### config.mk
export PLATFORM = sky130hd
export DESIGN_NAME = montmul_r2
export DESIGN_NICKNAME = d
export VERILOG_FILES = /design/src/rtl/mm_pkg.sv /design/src/rtl/mm_ctrl.sv /design/src/rtl/mm_addend_sel.sv /design/src/rtl/mm_csa_row.sv /design/src/rtl/montmul_r2.sv
export SDC_FILE = /design/constraint.sdc
export NUM_CORES = 1
export LEC_CHECK = 0
export BUFFER_PORTS_ARGS = -buffer_cell sky130_fd_sc_hd__buf_2
export CAP_MARGIN = 5
export CORE_ASPECT_RATIO = 1.5
export CORE_MARGIN = 2
export CORE_UTILIZATION = 55
export DETAILED_ROUTE_END_ITERATION = 8
export PLACE_DENSITY = 0.84
export SLEW_MARGIN = 20
export SYNTH_ARGS = -nofsm -noshare
export SYNTH_HDL_FRONTEND = slang
export SYNTH_SLANG_ARGS = --single-unit
### constraint.sdc
create_clock -name clk -period 3.7 [get_ports clk]
set_input_delay 0.555 -clock clk [delete_from_list [all_inputs] [get_ports clk]]
set_output_delay 0.555 -clock clk [all_outputs]
set_load 0.01 [all_outputs]
### src/rtl/mm_pkg.sv
package mm_pkg;

  // Controller phases
  typedef enum logic [2:0] {
    PH_IDLE = 3'd0,
    PH_PRE  = 3'd1,
    PH_ITER = 3'd2,
    PH_CONV = 3'd3,
    PH_RED  = 3'd4
  } mm_phase_e;

  // Addend choice encoded as {a_bit, q_bit}
  typedef enum logic [1:0] {
    ADD_ZERO = 2'b00,
    ADD_MOD  = 2'b01,
    ADD_B    = 2'b10,
    ADD_BN   = 2'b11
  } mm_addsel_e;

endpackage

### src/rtl/mm_ctrl.sv
module mm_ctrl
  import mm_pkg::*;
#(
  parameter int K = 32
) (
  input  logic      clk,
  input  logic      rst_n,
  input  logic      start,
  output logic      ready,
  output logic      load_fire,
  output logic      pre_fire,
  output logic      iter_fire,
  output logic      conv_fire,
  output logic      red_fire
);
  localparam int CW = (K > 1) ? $clog2(K) : 1;
  localparam logic [CW-1:0] LAST = CW'(K - 1);

  mm_phase_e       phase_q;
  logic [CW-1:0]   cnt_q;

  assign ready     = (phase_q == PH_IDLE);
  assign load_fire = ready && start;
  assign pre_fire  = (phase_q == PH_PRE);
  assign iter_fire = (phase_q == PH_ITER);
  assign conv_fire = (phase_q == PH_CONV);
  assign red_fire  = (phase_q == PH_RED);

  always_ff @(posedge clk or negedge rst_n) begin
    if (!rst_n) begin
      phase_q <= PH_IDLE;
      cnt_q   <= '0;
    end else begin
      case (phase_q)
        PH_IDLE: if (start) begin
          phase_q <= PH_PRE;
          cnt_q   <= '0;
        end
        PH_PRE:  phase_q <= PH_ITER;
        PH_ITER: begin
          if (cnt_q == LAST) phase_q <= PH_CONV;
          else               cnt_q   <= cnt_q + 1'b1;
        end
        PH_CONV: phase_q <= PH_RED;
        PH_RED:  phase_q <= PH_IDLE;
        default: phase_q <= PH_IDLE;
      endcase
    end
  end

endmodule

### src/rtl/mm_addend_sel.sv
module mm_addend_sel
  import mm_pkg::*;
#(
  parameter int W = 34
) (
  input  logic         a_bit,
  input  logic         q_bit,
  input  logic [W-1:0] b_val,
  input  logic [W-1:0] n_val,
  input  logic [W-1:0] bn_val,
  output logic [W-1:0] addend
);
  mm_addsel_e sel;
  assign sel = mm_addsel_e'({a_bit, q_bit});

  always_comb begin
    case (sel)
      ADD_ZERO: addend = '0;
      ADD_MOD:  addend = n_val;
      ADD_B:    addend = b_val;
      ADD_BN:   addend = bn_val;
      default:  addend = '0;
    endcase
  end

endmodule

### src/rtl/mm_csa_row.sv
module mm_csa_row #(
  parameter int W = 34
) (
  input  logic [W-1:0] x,
  input  logic [W-1:0] y,
  input  logic [W-1:0] z,
  output logic [W-1:0] psum,
  output logic [W-1:0] pcar
);
  // One full adder per column; carries move up one column
  assign pcar[0] = 1'b0;

  for (genvar i = 0; i < W; i++) begin : g_col
    assign psum[i] = x[i] ^ y[i] ^ z[i];
    if (i > 0) begin : g_car
      assign pcar[i] = (x[i-1] & y[i-1]) | (x[i-1] & z[i-1]) | (y[i-1] & z[i-1]);
    end
  end

endmodule

### src/rtl/montmul_r2.sv
module montmul_r2
  import mm_pkg::*;
#(
  parameter int K = 32
) (
  input  logic         clk,
  input  logic         rst_n,
  input  logic         start,
  input  logic [K-1:0] opa,
  input  logic [K-1:0] opb,
  input  logic [K-1:0] modn,
  output logic         ready,
  output logic         done,
  output logic [K-1:0] result
);
  localparam int W = K + 2;

  // Final reduction: raw value is below 2N
  function automatic logic [K-1:0] fold_reduce(input logic [W-1:0] raw, input logic [W-1:0] m);
    logic [W-1:0] t;
    t = (raw >= m) ? (raw - m) : raw;
    return t[K-1:0];
  endfunction

  // One halving step of the redundant pair
  function automatic logic [W-1:0] half_vec(input logic [W-1:0] v);
    return {1'b0, v[W-1:1]};
  endfunction

  logic load_fire, pre_fire, iter_fire, conv_fire, red_fire;

  logic [K-1:0] a_sh;
  logic [W-1:0] b_q, n_q, bn_q;
  logic [W-1:0] ss_q, sc_q, bin_q;
  logic [K-1:0] res_q;
  logic         done_q;

  logic         a_bit, q_bit;
  logic [W-1:0] addend, psum, pcar;
  logic         psum_lsb;

  mm_ctrl #(.K(K)) u_ctrl (
    .clk       (clk),
    .rst_n     (rst_n),
    .start     (start),
    .ready     (ready),
    .load_fire (load_fire),
    .pre_fire  (pre_fire),
    .iter_fire (iter_fire),
    .conv_fire (conv_fire),
    .red_fire  (red_fire)
  );

  assign a_bit = a_sh[0];
  assign q_bit = ss_q[0] ^ sc_q[0] ^ (a_bit & b_q[0]);

  mm_addend_sel #(.W(W)) u_sel (
    .a_bit  (a_bit),
    .q_bit  (q_bit),
    .b_val  (b_q),
    .n_val  (n_q),
    .bn_val (bn_q),
    .addend (addend)
  );

  mm_csa_row #(.W(W)) u_row (
    .x    (ss_q),
    .y    (sc_q),
    .z    (addend),
    .psum (psum),
    .pcar (pcar)
  );

  assign psum_lsb = psum[0];

  always_ff @(posedge clk or negedge rst_n) begin
    if (!rst_n) begin
      a_sh   <= '0;
      b_q    <= '0;
      n_q    <= '0;
      bn_q   <= '0;
      ss_q   <= '0;
      sc_q   <= '0;
      bin_q  <= '0;
      res_q  <= '0;
      done_q <= 1'b0;
    end else begin
      done_q <= red_fire;
      if (load_fire) begin
        a_sh <= opa;
        b_q  <= {2'b00, opb};
        n_q  <= {2'b00, modn};
      end
      if (pre_fire) begin
        bn_q <= b_q + n_q;
        ss_q <= '0;
        sc_q <= '0;
      end
      if (iter_fire) begin
        ss_q <= half_vec(psum);
        sc_q <= half_vec(pcar);
        a_sh <= {1'b0, a_sh[K-1:1]};
      end
      if (conv_fire) bin_q <= ss_q + sc_q;
      if (red_fire)  res_q <= fold_reduce(bin_q, n_q);
    end
  end

  assign done   = done_q;
  assign result = res_q;

endmodule

# After elaboration in Yosys (flattened, before gate mapping)
# Cells that the tools add are included.
[classes]
bitwise_logic = 234
n_reduce_logical = 8
order_cmp = 1
n_eq_ne = 11
mux = 13
add_sub_neg = 4
[op_table]
columns = ["cell", "count"]
rows = [
  ["$pmux 34 s4", 1],
  ["$mux 34", 3],
  ["$and 1x1->1", 100],
  ["$mux 32", 3],
  ["$xor 1x1->1", 68],
  ["$or 1x1->1", 66],
  ["$add 34x34->34", 1],
  ["$ge 34x32->1", 1],
  ["$add 32x32->33", 1],
  ["$sub 32x32->32", 1],
  ["$pmux 3 s4", 1],
  ["$mux 5", 2],
  ["$pmux 5 s2", 1],
  ["$eq 3x2->1 const B", 2],
  ["$mux 3", 2],
  ["$reduce_bool 2->1", 3],
  ["$add 5x1->5 const B", 1],
  ["$eq 5x5->1 const B", 1],
  ["$eq 2x2->1 const B", 2],
  ["$ne 2x2->1 const B", 2],
  ["$eq 3x1->1 const B", 1],
  ["$eq 3x3->1 const B", 1],
  ["$logic_not 3->1", 1],
  ["$reduce_and 3->1", 1],
  ["5 further kinds", 5],
]
[word_totals]
input_bits = 99
ff_bits = 273
out_inout_bits = 34
elab_cells = 282

# Logic depth before layout (Yosys ltp)
[depth]
depth_word = 8
mapped_depth = 15
ltp_nobuf = 13

# Hierarchy
# Synthesis repeated with hierarchy kept, for this count alone.
[unflattened]
cells_unflattened = 1656
area_unflattened_um2 = 17235.3
[by_module_without_submodules]
columns = ["mod", "area_per_inst_um2", "cells_each", "instances", "seq_area_each_um2"]
rows = [
  ["montmul_r2", 15132.0, 1497, 1, 6556.3],
  ["mm_addend_sel", 939.7, 81, 1, 0.0],
  ["mm_csa_row", 695.7, 36, 1, 0.0],
  ["mm_ctrl", 467.9, 42, 1, 200.2],
]

# Worst setup path before layout
# Ideal clock, no wire load.
[synth_path]
kind = "register -> register"
from = "register n_q[13]"
to = "register res_q[20], in the netlist result[20]"
path_stages_with_launch = 15
path_buffers = 3
arrival_time_ps = 2702
setup_ps = 132
required_time_ps = 3568
slack_ps = 866
synth_period_minus_slack_ps = 2834
cell_sequence = "dfrtp_1 > inv_1 > ha_1 > buf_6 > a21o_1 > a21o_1 > a2111oi_4 > o211ai_2 > a31oi_4 > nand2_1 > a21oi_2 > buf_6 > buf_6 > mux2i_1 > o21ai_1"
[synth_via]
elab_chain_cells = 2
word_cells_on_any_way = 3
cone_classes = "1 x add/sub; 1 x order compare; 1 x mux"
[synth_rtl]
columns = ["item", "line", "rtl"]
rows = [
  ["from (decl)", "montmul_r2.sv:33", "logic [W-1:0] b_q, n_q, bn_q;"],
  ["from (signal assigned)", "montmul_r2.sv:92", "n_q <= {2'b00, modn};"],
  ["$sub 32x32->32 or $ge 34x32->1 (tied branches)", "montmul_r2.sv:21", "t = (raw >= m) ? (raw - m) : raw;"],
  ["$mux 32 (*)", "montmul_r2.sv:21", ""],
  ["to (signal assigned)", "montmul_r2.sv:105", "if (red_fire) res_q <= fold_reduce(bin_q, n_q);"],
  ["to (decl)", "montmul_r2.sv:35", "logic [K-1:0] res_q;"],
]
# Mark *: on every way between the ends. The rest lies on a longest branch, timed or not.
# A chain may end at the register's enable or synchronous reset.

# Worst setup path in the final report
[layout_path]
from = "register n_q[13]"
to = "register res_q[22], in the netlist result[22]"
# The elaborated chain is that of the path after synthesis.

==> impl_metrics.toml <==
[status]
status = "finished, violations left"
violations = "hold timing"

[global_routing]
grt_max_degree = 98
globalRoute.totalOverflow = 0
antenna_found_initial = 0
grt_pass1_vias = 13880
track_usage_pct = 28.66
grt_pass1_wl_mm = 72.48

[critical_path]
cp-end-kind = "flip-flop"
critPathArrivalTime_ns = 3.84
path_class = "flip-flop to flip-flop"
reg2reg_from = "n_q[13]$_DFFE_PN0P_"
cpPeakStageDelay_ns = 0.43
crit_start = "n_q[13]$_DFFE_PN0P_"
worstRegToRegCells = 12
worst_path_max_delay_cell = "ha_1"
start_kind = "flip-flop"
cpMostUsedCell = "a21o_1"
cp_max_fo = 26
worstPathRequired_ns = 4.11
cp_cell_sequence = "inv_1 > ha_1 > a21o_1 > a21o_1 > a2111oi_4 > o211ai_2 > a31oi_4 > nand2_1 > a21oi_4 > buf_12 > mux2i_1 > o21ai_1"

[clocking]
htreeDepth = 1
worst_skew_pair.late_latency_ns = 0.60
cts_resized = 0
numCtsBuffers = 28
cts_sinks = 269
clock_tree.root_cell = "clkbuf_16"
clk_pin_slew_ns = 0.06
cts_tree = "built"
cts_hold_buf = 0
cts_buffer_depth = 3
postCtsSetupBuffers = 0

[timing]
max_slew_margin_pct = 48.09
hold_viol_final = 1
worstMarginPinSlew_ns = 0.7786
setup_tns_ns = 0
setup_viol = 0
fmax_mhz = 291.8
skew_ns = 0.04525
finalMaxSlewViolations = 0
period_share_pct = 92.62
fin_ws_ns = 0.2731
period_needed_ns = 3.427
rsz0062_at_grt = "false"
hold_slack_ns = -0.006156

[power_and_ir_drop]
p_per_area_nw_per_um2 = 1089
ir_drop_uv = 705.0
p_leak_uw = 0.008887

[placement]
pre_cts_slack_ns = 0.3310
hpwlAfterDp_mm = 34.14
io_buffers = 132
dpl_cell_area_sq_um = 17670
place.gp.congestion = 0.8991
dpl.cell_count = 2226

[layout]
postLayoutCellArea_sq_um = 18630
num_antenna_cells = 0
areaGrowthSynthToFinish_pct = 11.66
nNetsFinal = 2088
final_cells = 2278
drive_above_1_share_pct = 15.44

[synthesis]
synth-edff-count = 0
synth.distinct_cells = 81
synth_cells = 1761
ys_warn_count = 0
synthArstFlopShare_pct = 100.0
seq_area_frac_synth_pct = 40.36
synthFlopType = "dfrtp_1"
syn-num-nets = 1993
syn_area_per_cell_sq_um = 9.472
yosys_register_bits = 269
synth_area_sq_um = 16680

[run]
drv_cap = 0

[routing]
wire_per_inst_microns = 19.92
detail_route.first_pass.iterations = 8
wirelength_mm = 45.37
vias = 13740
drt_first_iter_violations = 882
viasPerCell = 6.029
ant_nets = 0
drc = 0

[min_path]
min_path_type = "primary input to asynchronous set/reset pin"

[die]
initial_core_util_pct = 55.49
fp-row-count = 78
core_sq_um = 30060
dieHeight_microns = 217.3
die_w_microns = 146.2
top_level_ports = 133
die-area_sq_um = 31760
[synthesized netlist by cell type, drive strengths merged, types with 4 or more instances]
master | number | share of area (%)
clkbuf | 73 | 1.6
dfrtp | 269 | 40
a31oi | 15 | 0.83
o22ai | 63 | 2.4
a21o | 59 | 2.7
and2 | 11 | 0.41
a22oi | 63 | 2.8
mux2i | 29 | 1.7
nand2b | 15 | 0.56
nand4 | 12 | 0.45
a221o | 4 | 0.24
a21oi | 75 | 2.3
o21a | 13 | 0.59
a211oi | 18 | 0.81
o31a | 5 | 0.26
xor2 | 34 | 1.8
ha | 99 | 7.4
nor2b | 8 | 0.30
and3 | 18 | 0.68
o211ai | 8 | 0.39
o21ai | 173 | 5.2
fa | 34 | 4.1
inv | 119 | 2.7
nor2 | 54 | 1.2
buf | 15 | 0.79
o21bai | 12 | 0.54
nand2 | 246 | 5.5
nor3 | 20 | 0.60
nand3 | 26 | 0.78
mux2 | 65 | 4.4
xnor2 | 45 | 2.4
o31ai | 10 | 0.45
[logic make-up after synthesis]
| group | count (synthesis) | share of synthesized area [%] |
|---|---|---|
| multiplexers | 94 | 6.129 |
| adder cells (fa/ha/maj) | 134 | 11.57 |
| flip-flops | 269 | 40.36 |
| AND/OR/NAND/NOR | 428 | 11.36 |
| AO/OA/AOI/OAI | 549 | 21.30 |
| buffers and inverters | 208 | 5.131 |
| XOR/XNOR | 79 | 4.148 |
[per-stage QoR]
step / power (uW) / util [%]
3_3_place_gp: 16890 / 58.78
6_report: 20280 / 61.96
2_1_floorplan: 14070 / -
4_1_cts: 20260 / 61.95
3_5_place_dp: 17250 / 58.78
5_1_grt: 21890 / 61.96
[layout by cell type (no fill, tap or decap), drive strengths merged, types with 45 or more instances in the layout]
master	count
dfrtp	269
nand2	246
o21ai	173
buf	153
inv	119
ha	99
a21oi	75
mux2	65
a22oi	63
o22ai	63
a21o	59
nor2	54
xnor2	45
[cell type report]
class                      count  area (sq um)
clock buffer                  39         812.0
clock inverter                13         140.1
fill                        2574         11430
inverter                     120         450.4
multi-input combinational   1284          9125
sequential                   269          6731
tap                          400         500.5
timing repair buffer         153         865.8
[registers in the layout (all words and copies together), names as in the netlist]
signal and cells:
bin_q 34, a_sh 32, u_ctrl.cnt_q 5, b_q 32, done 1, u_ctrl.phase_q 3, bn_q 33, n_q 32
result 32, ss_q 32, sc_q 33
[routing by layer]
metal / up-vias / track usage, % / part of all wire (%)
li1: 6469 / - / -
met3: 150 / 2.725 / 3.7
met2: 415 / 52.11 / 53
met4: 0 / 18.64 / 7.3
met5: - / 0 / 0
met1: 6701 / 31.98 / 36
[path summary, 6_finish.rpt]
path | to | slack [ns]
min in group clk | b_q[1]$_DFFE_PN0P_ | 0.17
worst min-delay path | result[5]$_DFFE_PN0P_ | -0.006
max in group asynchronous | a_sh[6]$_DFFE_PN0P_ | 2.80
worst max register to register | result[22]$_DFFE_PN0P_ | 0.27
worst min register to register | bn_q[4]$_DFFE_PN0P_ | 0.47
worst max-delay path | result[22]$_DFFE_PN0P_ | 0.27
[critical path, delay by kind of cell (launching register included)]
kind,cells,cell delay (ns)
mux,1,0.24
buf+inv,2,0.38
simple gates,1,0.12
compound gates,7,1.69
flops,1,0.38
fa+ha+maj,1,0.43
[report_power, final]
part	switching, uW	total (uW)	internal (uW)	leakage, uW
Clock	1230	2900	1670	0.000479
Combinational	7080	12000	4950	0.00497
Sequential	1090	5340	4250	0.00344
(Power assumes the default switching activity.)
